===== src/rtl/dma2ch_pkg.sv =====
package dma2ch_pkg;
  localparam int NCH  = 2;
  localparam int NSRC = 6;
  localparam logic [3:0] REG_STAT = 4'h8;
  localparam logic [3:0] REG_SWT  = 4'h9;
  localparam logic [2:0] SEL_SW   = 3'd2;

  typedef enum logic [1:0] {ST_IDLE, ST_RD, ST_WR, ST_GAP} eng_st_e;

  typedef struct packed {
    logic [2:0] sel;
    logic       dst_inc;
    logic       src_inc;
    logic       rpt;
    logic       word;
    logic       en;
  } ctrl_t;
endpackage


===== src/rtl/dma_chan.sv =====
module dma_chan
  import dma2ch_pkg::*;
#(
  parameter int ADDR_W = 16,
  parameter int CNT_W  = 16
) (
  input  logic              clk_i,
  input  logic              rst_ni,
  input  logic              wr_src_i,
  input  logic              wr_dst_i,
  input  logic              wr_cnt_i,
  input  logic              wr_ctrl_i,
  input  logic [ADDR_W-1:0] wdata_i,
  input  logic              sw_trig_i,
  input  logic [NSRC-1:0]   req_i,
  input  logic              irq_clr_i,
  input  logic              start_i,
  input  logic              done_i,
  output logic              pend_o,
  output logic [ADDR_W-1:0] src_o,
  output logic [ADDR_W-1:0] dst_o,
  output logic              word_o,
  output logic              irq_o
);
  logic [ADDR_W-1:0] src_q, dst_q, src_sh, dst_sh, step;
  logic [CNT_W-1:0]  cnt_q, cnt_sh;
  ctrl_t             ctrl_q;
  logic              pend_q, irq_q, trig, last;

  always_comb begin
    if (ctrl_q.sel == SEL_SW)          trig = sw_trig_i;
    else if (32'(ctrl_q.sel) < NSRC)   trig = req_i[ctrl_q.sel];
    else                               trig = 1'b0;
  end

  assign step = {{(ADDR_W-2){1'b0}}, ctrl_q.word, ~ctrl_q.word};
  assign last = (cnt_q == CNT_W'(1));

  always_ff @(posedge clk_i or negedge rst_ni) begin
    if (!rst_ni) begin
      src_q <= '0; dst_q <= '0; src_sh <= '0; dst_sh <= '0;
      cnt_q <= '0; cnt_sh <= '0; ctrl_q <= '0;
      pend_q <= 1'b0; irq_q <= 1'b0;
    end else begin
      if (wr_src_i) src_q <= wdata_i;
      if (wr_dst_i) dst_q <= wdata_i;
      if (wr_cnt_i) cnt_q <= wdata_i[CNT_W-1:0];
      if (wr_ctrl_i) begin
        ctrl_q <= ctrl_t'(wdata_i[7:0]);
        // capture reload image on enable edge
        if (wdata_i[0] && !ctrl_q.en) begin
          src_sh <= src_q; dst_sh <= dst_q; cnt_sh <= cnt_q;
        end
      end
      if (!ctrl_q.en)           pend_q <= 1'b0;
      else if (trig)            pend_q <= 1'b1;
      else if (start_i)         pend_q <= 1'b0;
      if (irq_clr_i) irq_q <= 1'b0;
      if (done_i) begin
        if (last) begin
          irq_q <= 1'b1;
          if (ctrl_q.rpt) begin
            src_q <= src_sh; dst_q <= dst_sh; cnt_q <= cnt_sh;
          end else begin
            ctrl_q.en <= 1'b0;
            cnt_q     <= '0;
          end
        end else begin
          if (ctrl_q.src_inc) src_q <= src_q + step;
          if (ctrl_q.dst_inc) dst_q <= dst_q + step;
          cnt_q <= cnt_q - CNT_W'(1);
        end
      end
    end
  end

  assign pend_o = pend_q && ctrl_q.en && (cnt_q != '0);
  assign src_o  = src_q;
  assign dst_o  = dst_q;
  assign word_o = ctrl_q.word;
  assign irq_o  = irq_q;
endmodule


===== src/rtl/dma_engine.sv =====
module dma_engine
  import dma2ch_pkg::*;
#(
  parameter int ADDR_W = 16,
  parameter int DATA_W = 16
) (
  input  logic              clk_i,
  input  logic              rst_ni,
  input  logic [NCH-1:0]    pend_i,
  input  logic              gnt_i,
  input  logic [ADDR_W-1:0] src_i [NCH],
  input  logic [ADDR_W-1:0] dst_i [NCH],
  input  logic [NCH-1:0]    word_i,
  input  logic [DATA_W-1:0] rdata_i,
  output logic [NCH-1:0]    start_o,
  output logic [NCH-1:0]    done_o,
  output logic              bus_req_o,
  output logic              bus_en_o,
  output logic              bus_we_o,
  output logic              bus_word_o,
  output logic [ADDR_W-1:0] bus_addr_o,
  output logic [DATA_W-1:0] bus_wdata_o
);
  localparam int CH_W = (NCH > 1) ? $clog2(NCH) : 1;

  eng_st_e           state;
  logic [CH_W-1:0]   act_q, pick;
  logic [DATA_W-1:0] data_q;
  logic              any, take;

  // lowest channel index wins
  always_comb begin
    pick = '0;
    for (int i = NCH-1; i >= 0; i--) if (pend_i[i]) pick = CH_W'(i);
  end

  assign any     = |pend_i;
  assign take    = (state == ST_IDLE) && any && gnt_i;
  assign start_o = take ? (NCH'(1) << pick) : '0;
  assign done_o  = (state == ST_WR) ? (NCH'(1) << act_q) : '0;

  always_ff @(posedge clk_i or negedge rst_ni) begin
    if (!rst_ni) begin
      state  <= ST_IDLE;
      act_q  <= '0;
      data_q <= '0;
    end else begin
      unique case (state)
        ST_IDLE: if (take) begin
          act_q <= pick;
          state <= ST_RD;
        end
        ST_RD: begin
          data_q <= word_i[act_q] ? rdata_i : {{(DATA_W-8){1'b0}}, rdata_i[7:0]};
          state  <= ST_WR;
        end
        ST_WR:  state <= ST_GAP;
        ST_GAP: state <= ST_IDLE;
        default: state <= ST_IDLE;
      endcase
    end
  end

  assign bus_req_o   = ((state == ST_IDLE) && any) || (state == ST_RD) || (state == ST_WR);
  assign bus_en_o    = (state == ST_RD) || (state == ST_WR);
  assign bus_we_o    = (state == ST_WR);
  assign bus_word_o  = word_i[act_q];
  assign bus_addr_o  = (state == ST_WR) ? dst_i[act_q] : src_i[act_q];
  assign bus_wdata_o = data_q;
endmodule


===== src/rtl/dma2ch.sv =====
module dma2ch
  import dma2ch_pkg::*;
#(
  parameter int ADDR_W = 16,
  parameter int CNT_W  = 16
) (
  input  logic              clk_i,
  input  logic              rst_ni,
  input  logic              reg_we_i,
  input  logic [3:0]        reg_addr_i,
  input  logic [ADDR_W-1:0] reg_wdata_i,
  input  logic [5:0]        req_i,
  input  logic              bus_gnt_i,
  input  logic [15:0]       bus_rdata_i,
  output logic              bus_req_o,
  output logic              bus_en_o,
  output logic              bus_we_o,
  output logic              bus_word_o,
  output logic [ADDR_W-1:0] bus_addr_o,
  output logic [15:0]       bus_wdata_o,
  output logic [1:0]        irq_o
);
  localparam int DATA_W = 16;

  logic [NCH-1:0]    pend, start, done, word;
  logic [ADDR_W-1:0] src_w [NCH];
  logic [ADDR_W-1:0] dst_w [NCH];

  for (genvar c = 0; c < NCH; c++) begin : g_ch
    logic hit;
    assign hit = reg_we_i && !reg_addr_i[3] && (reg_addr_i[2] == 1'(c));

    dma_chan #(.ADDR_W(ADDR_W), .CNT_W(CNT_W)) u_chan (
      .clk_i     (clk_i),
      .rst_ni    (rst_ni),
      .wr_src_i  (hit && reg_addr_i[1:0] == 2'd0),
      .wr_dst_i  (hit && reg_addr_i[1:0] == 2'd1),
      .wr_cnt_i  (hit && reg_addr_i[1:0] == 2'd2),
      .wr_ctrl_i (hit && reg_addr_i[1:0] == 2'd3),
      .wdata_i   (reg_wdata_i),
      .sw_trig_i (reg_we_i && reg_addr_i == REG_SWT && reg_wdata_i[c]),
      .req_i     (req_i),
      .irq_clr_i (reg_we_i && reg_addr_i == REG_STAT && reg_wdata_i[c]),
      .start_i   (start[c]),
      .done_i    (done[c]),
      .pend_o    (pend[c]),
      .src_o     (src_w[c]),
      .dst_o     (dst_w[c]),
      .word_o    (word[c]),
      .irq_o     (irq_o[c])
    );
  end

  dma_engine #(.ADDR_W(ADDR_W), .DATA_W(DATA_W)) u_eng (
    .clk_i       (clk_i),
    .rst_ni      (rst_ni),
    .pend_i      (pend),
    .gnt_i       (bus_gnt_i),
    .src_i       (src_w),
    .dst_i       (dst_w),
    .word_i      (word),
    .rdata_i     (bus_rdata_i),
    .start_o     (start),
    .done_o      (done),
    .bus_req_o   (bus_req_o),
    .bus_en_o    (bus_en_o),
    .bus_we_o    (bus_we_o),
    .bus_word_o  (bus_word_o),
    .bus_addr_o  (bus_addr_o),
    .bus_wdata_o (bus_wdata_o)
  );
endmodule


===== config.mk =====
export PLATFORM = sky130hd
export DESIGN_NAME = dma2ch
export DESIGN_NICKNAME = d
export VERILOG_FILES = /design/src/rtl/dma2ch_pkg.sv /design/src/rtl/dma_chan.sv /design/src/rtl/dma_engine.sv /design/src/rtl/dma2ch.sv
export SDC_FILE = /design/constraint.sdc
export NUM_CORES = 1
export LEC_CHECK = 0
export BUFFER_PORTS_ARGS = -buffer_cell sky130_fd_sc_hd__buf_4
export CORE_ASPECT_RATIO = 1.25
export CORE_UTILIZATION = 56
export CTS_CLUSTER_DIAMETER = 30
export CTS_CLUSTER_SIZE = 12
export DETAILED_ROUTE_END_ITERATION = 10
export GPL_TIMING_DRIVEN = 0
export MAX_ROUTING_LAYER = met4
export PLACE_DENSITY = 0.83
export SYNTH_ARGS = -nofsm -noshare
export SYNTH_HDL_FRONTEND = slang
export SYNTH_HIERARCHICAL = 1
export SYNTH_SLANG_ARGS = --single-unit

===== constraint.sdc =====
create_clock -name clk_i -period 2.2 [get_ports clk_i]
set_input_delay 0.33 -clock clk_i [delete_from_list [all_inputs] [get_ports clk_i]]
set_output_delay 0.33 -clock clk_i [all_outputs]
set_load 0.05 [all_outputs]

# [Yosys cells after proc, flatten, opt, wreduce, memory -nomap -nowiden]
# Index checks and enable logic that the tools add are counted.
[totals] reg_bits=231 word_cells=177
[classes] n_addsub=6 magnitude_cmp=6 n_eq_ne=15 shift=2 mux=72 bitwise_logic=4 reduce_logical=41
[ops] operator="two-way mux 16 bit" n=36
[ops] operator="adder 16 x 2 -> 16 bit" n=4
[ops] operator="== test 16 x 1 -> 1 bit, second input constant" n=2
[ops] operator="nonzero test 16 bit" n=2
[ops] operator="subtractor 16 x 1 -> 16 bit, second input constant" n=2
[ops] operator="two-way mux 1 bit" n=30
[ops] operator="logical AND 1 bit" n=25
[ops] operator="== test 2 bit, second input constant" n=4
[ops] operator="== test 4 bit, second input constant" n=2
[ops] operator="< comparator 3 x 4 -> 1 bit, second input constant" n=2
[ops] operator="case mux 2 bit (4 select lines)" n=1
[ops] operator="binary-select mux 1 bit (select 3 bit)" n=2
[ops] operator="== test 3 x 2 -> 1 bit, second input constant" n=2
[ops] operator="< comparator 3 bit, second input constant" n=2
[ops] operator="two-way mux 2 bit" n=3
[ops] operator="inequality test 3 bit, second input constant" n=2
[ops] operator="AND reduction 2 bit" n=3
[ops] operator="== test 2 x 1 -> 1 bit, second input constant" n=2
[ops] operator="zero test 2 bit" n=2
[ops] operator="nonzero test 2 bit" n=2
[ops] operator="left shift 1 x 1 -> 2 bit, first input constant" n=2
[ops] operator="zero test 1 bit" n=3
[ops] operator="logical OR 1 bit" n=3
[ops] operator="NOT 1 bit" n=3
[ops] operator="5 further kinds" n=5

# [Depth between registers and ports, before layout]
[depth] ltp_word=9 mapped_depth=11

# [Modules after synthesis]
# Netlist, hierarchy kept.
[by_module_without_submodules] mod="dma_chan at g_ch[0].u_chan" n_inst=1 cells_each=601 area_each_um2=6089.6 seq_area_each_um2=2652.5
[by_module_without_submodules] mod="dma_chan at g_ch[1].u_chan" n_inst=1 cells_each=595 area_each_um2=6004.5 seq_area_each_um2=2652.5
[by_module_without_submodules] mod="dma_engine" n_inst=1 cells_each=97 area_each_um2=1249.9 seq_area_each_um2=475.5
[by_module_without_submodules] mod="dma2ch" n_inst=1 cells_each=21 area_each_um2=122.6 seq_area_each_um2=0.0

# [Worst setup path before layout]
# Ideal clock, no wire load.
[synth_path] kind="register to register" start="register u_eng.state[0]" end="register g_ch[1].u_chan.dst_q[12]" setup_time_ps=133 arrival_ps=2466 required_ps=2067 slack_ps=-399 stages_incl_launch_ff=12 n_path_buf=4 period_less_slack_ps=2599 path_cell_list="dfrtp_1 -> inv_1 -> ha_1 -> buf_2 -> and2_1 -> clkbuf_1 -> nand2_1 -> or3_1 -> buf_6 -> buf_8 -> o22ai_1 -> a21oi_1"
[synth_between] elab_chain_cells=3
[synth_rtl] item="from (decl)" line="dma_engine.sv:26" text="eng_st_e state;"
[synth_rtl] item="from (signal assigned)" line="dma_engine.sv:44" text="state <= ST_IDLE;"
[synth_rtl] item="from (signal assigned)" line="dma_engine.sv:51" text="state <= ST_RD;"
[synth_rtl] item="from (signal assigned)" line="dma_engine.sv:55" text="state <= ST_WR;"
[synth_rtl] item="== test 2 bit"
[synth_rtl] item="via bus_we_o" line="dma2ch.sv:17" text="output logic bus_we_o,"
[synth_rtl] item="two-way mux 2 bit" line="dma_engine.sv:40" text="assign done_o = (state == ST_WR) ? (NCH'(1) << act_q) : '0;"
[synth_rtl] item="via done[1]" line="dma2ch.sv:25" text="logic [NCH-1:0] pend, start, done, word;"
[synth_rtl] item="two-way mux 16 bit" line="dma_chan.sv:59" text="if (done_i) begin"
[synth_rtl] item="to (signal assigned)" line="dma_chan.sv:46" text="if (wr_dst_i) dst_q <= wdata_i;"
[synth_rtl] item="to (signal assigned)" line="dma_chan.sv:63" text="src_q <= src_sh; dst_q <= dst_sh; cnt_q <= cnt_sh;"
[synth_rtl] item="to (signal assigned)" line="dma_chan.sv:70" text="if (ctrl_q.dst_inc) dst_q <= dst_q + step;"
[synth_rtl] item="to (decl)" line="dma_chan.sv:25" text="logic [ADDR_W-1:0] src_q, dst_q, src_sh, dst_sh, step;"
# The timed path passes the listed nets, and every way through them passes these cells.
# A chain may end at the register's enable or synchronous reset.

# [Worst setup path after layout]
[layout_path] start="register g_ch[0].u_chan.cnt_q[2]" end="output port bus_req_o"
[layout_between] elab_chain_cells=6
[layout_rtl] item="from (decl)" line="dma_chan.sv:26" text="logic [CNT_W-1:0] cnt_q, cnt_sh;"
[layout_rtl] item="from (signal assigned)" line="dma_chan.sv:47" text="if (wr_cnt_i) cnt_q <= wdata_i[CNT_W-1:0];"
[layout_rtl] item="from (signal assigned)" line="dma_chan.sv:63"
[layout_rtl] item="from (signal assigned)" line="dma_chan.sv:71" text="cnt_q <= cnt_q - CNT_W'(1);"
[layout_rtl] item="nonzero test 16 bit" line="dma_chan.sv:77" text="assign pend_o = pend_q && ctrl_q.en && (cnt_q != '0);"
[layout_rtl] item="logical AND 1 bit" line="dma_chan.sv:77"
[layout_rtl] item="via pend[0]" line="dma2ch.sv:25"
[layout_rtl] item="OR reduction 2 bit" line="dma_engine.sv:37" text="assign any = |pend_i;"
[layout_rtl] item="logical AND 1 bit" line="dma_engine.sv:64" text="assign bus_req_o = ((state == ST_IDLE) && any) || (state == ST_RD) || (state == ST_WR);"
[layout_rtl] item="logical OR 1 bit (2 in series)" line="dma_engine.sv:64"
[layout_rtl] item="to (decl)" line="dma2ch.sv:15" text="output logic bus_req_o,"
# The timed path passes the listed nets, and every way through them passes these cells.

==> results.cfg <==
[synthesis]
syn_nets = 1380
synth_edf_count = 0
synth_area_um2 = 13500
synth.avg_cell_area_um2 = 10.2
ys_ff_latch = 231
async_flop_share_pct = 100
yosysSeqAreaShare_pct = 42.9
synthCells = 1314
yosysWarningCount = 6
synthDistinctLibCells = 88
synth_flop_cell = dfrtp_1

[timing]
slew_headroom_pct = 39.0
holdWs_ps = 42.2
finalCriticalPeriod_ps = 2660
finalCritPeriodShare_pct = 121
hold_viol = 0
finalClockSkew_ps = 10.7
worstMarginPinSlew_ps = 915
rsz0062_at_grt = yes
fmaxAchievable_ghz = 0.376
setup_violations = 47
worst_slack_ps = -456
maxSlewViolCount = 0

[worst_setup_path]
criticalPathCategory = reg -> out
critical-path-max-stage-delay_ps = 550
worst-path-buf-inv = 1
endpoint_kind = primary output
crit_required_ps = 1870
crit_chain = or4_4 -> nor3b_4 -> a31oi_4 -> o21ai_2 -> nand2_2 -> buf_6
cp-start-kind = flip-flop
cpMaxStageDelayCell = or4_4
worst-path-max-fanout = 2
crit_family = simple AND/OR/NAND/NOR gates
worstPathArrival_ps = 2330

[route]
dr.pass1.iters = 9
drt-vias-per-instance = 7.20
drc = 0
wl_um = 51900
first_iter_violations = 1950
num_vias = 13300
wl_per_cell_um = 28.2
postRouteAntennaNets = 0

[placement]
io_buffers = 81
dp_hpwl_um = 29700
gp_congestion = 0.969

[global_routing]
overflow = 0
grt_pass1_vias = 13000
grt_start_max_net_pins = 102
antenna_found_initial = 0
grt.total_usage_pct = 40.8
grt_pass1_wl_um = 74000

[outcome]
status = finished with violations
violations = setup timing

[clock_tree]
clk_pin_slew_ps = 50
cts_tree = yes
insertion_delay_ps = 530
htreeDepth = 2
clockBufferDepth = 3
cts-buffers-inserted = 44
clkSinkCount = 231
root_buffer = clkbuf_16

[layout]
postLayoutCoreUtil_pct = 74.7
nFillCells = 1398
drive_gt1_share_pct = 35.4
area_delta_synth_final_pct = 31.1
seqCellArea_um2 = 5800
multiInputGateArea_um2 = 7790
fin_nets = 1581

[power_and_ir_drop]
ir_drop_v = 0.00103
p_leak_nw = 7.42
powerDensity_nw_per_um2 = 1590

[floorplanning]
die_w_um = 141
rows = 63
initial_core_util_pct = 56.9
pin_count = 84
die-area_um2 = 24700
core_area_um2 = 23600
die_h_um = 175

[run]
drv_cap = 0

[min_path]
worst_hold_path_type = in -> reg
power by group:
group          internal (mW)  switching, mW
Sequential              5.98           2.34
Clock                   4.60           2.29
Combinational           5.43           7.37
area by class of cell:
type                            count  area share [%]
Tap cell                          292            2.07
Buffer                             76            2.78
Clock buffer                       59            7.18
Antenna cell                        1          0.0142
Inverter                           52            1.13
Multi-Input combinational cell    952            44.1
Clock inverter                     20            1.36
Timing Repair Buffer              158            8.49
Sequential cell                   231            32.8
worst paths after layout:
path | startpoint | end | slack [ps] | cells past startpoint
max in group asynchronous | rst_ni | g_ch[1].u_chan/cnt_q[3]$_DFFE_PN0P_ | 640 | 4
max reg2reg | g_ch[1].u_chan/word_o$_DFFE_PN0P_ | g_ch[1].u_chan/src_o[12]$_DFF_PN0_ | -280 | 10
min in group asynchronous | rst_ni | g_ch[0].u_chan/src_sh[9]$_DFFE_PN0P_ | 300 | 2
max | g_ch[0].u_chan/cnt_q[2]$_DFFE_PN0P_ | bus_req_o | -460 | 6
min | bus_rdata_i[6] | u_eng/bus_wdata_o[6]$_DFFE_PN0N_ | 40 | 2
min reg2reg | g_ch[0].u_chan/cnt_sh[8]$_DFFE_PN0P_ | g_ch[0].u_chan/cnt_q[8]$_DFFE_PN0P_ | 490 | 2
through the flow:
step                area [um^2]  setup TNS [ps]  instances  total power, mW  setup WS (ps)
floorplan                 13500            -208       1314             14.8          -85.3
global placement          14500         -258160       1687             17.6           -965
detailed placement        14600          -45800       1689             18.0           -794
CTS                       16900           -1350       1814             26.1           -445
global route              17700           -6850       1840             28.9           -456
finish                    17700           -4720       1841             28.0           -456
cell families (layout without fill, tap and decap cells):
family                     after synthesis  in the layout  synth area share (%)
adders and majority gates               20             20                  2.08
and+or+nand+nor                        388            388                  15.4
muxes                                  198            198                  17.4
buffers and inverters                  131            365                  4.39
AOI/OAI and AO/OA                      291            291                  14.2
DFF                                    231            231                  42.9
xor gates and xnor gates                55             55                  3.58
other                                    0              1                     0
state kept, by name, summed over array words and instances (netlist names):
name / count
g_ch.u_chan/cnt_q: 32
g_ch.u_chan/cnt_sh: 32
g_ch.u_chan/ctrl_q: 14
g_ch.u_chan/dst_o: 32
g_ch.u_chan/dst_sh: 32
g_ch.u_chan/irq_o: 2
g_ch.u_chan/pend_q: 2
g_ch.u_chan/src_o: 32
g_ch.u_chan/src_sh: 32
g_ch.u_chan/word_o: 2
u_eng/act_q: 1
u_eng/bus_wdata_o: 16
u_eng/state: 2
metal layers:
layer  GRT usage [%]  share of wire, %  vias to the layer above
li1                -                 -                     5287
met1            45.5                33                     6302
met2            61.3                44                     1215
met3            11.5                13                      460
met4            32.7               9.7                        0
met5               -                 0                        -
synthesized netlist by cell type, types with 22 or more instances:
cell	number	area, um^2
mux2i_1	75	751
nand3_1	36	180
o21ai_0	62	310
o22ai_1	35	219
nand2_1	113	424
inv_1	52	195
mux2_2	104	1170
nor4_1	22	138
nor2_1	63	236
a21oi_1	54	270
nor3_1	25	125
clkbuf_1	42	158
dfrtp_1	231	5780
xor2_1	27	236
a31oi_1	34	213
xnor2_1	28	245
a211oi_1	22	165
placed cells by master (no fill, tap or decap), types with 8 or more instances in the layout:
cell,instances
and3_1,15
o22ai_2,8
or3_1,9
o22ai_1,25
ha_1,9
nor2_1,59
o21ai_0,58
buf_2,11
buf_12,8
inv_1,44
nor4_1,12
nand2_1,105
clkinv_2,9
clkbuf_2,15
buf_6,35
a211oi_1,18
nor3_4,8
nand3_1,33
nor3_1,14
dfrtp_2,14
a31oi_1,30
buf_4,119
clkbuf_1,25
nand4_1,14
buf_8,8
nor2b_1,15
clkbuf_8,10
xor2_1,27
nand3b_1,14
clkbuf_16,45
and2_1,9
xnor2_1,27
dfrtp_1,217
mux2_2,104
mux4_2,18
a21oi_1,47
mux2i_1,75
a22oi_1,12
what timing repair did:
action | 4_1_cts | 5_1_grt
pin swaps | 26 | 47
hold buffers | 1 | 0
setup endpoints to repair | 121 | 103
setup buffers | 43 | 28
resized for setup | 113 | 135
endpoints found under the hold margin | 49 | 0
gates cloned | 4 | 0
(Power assumes the default switching activity.)
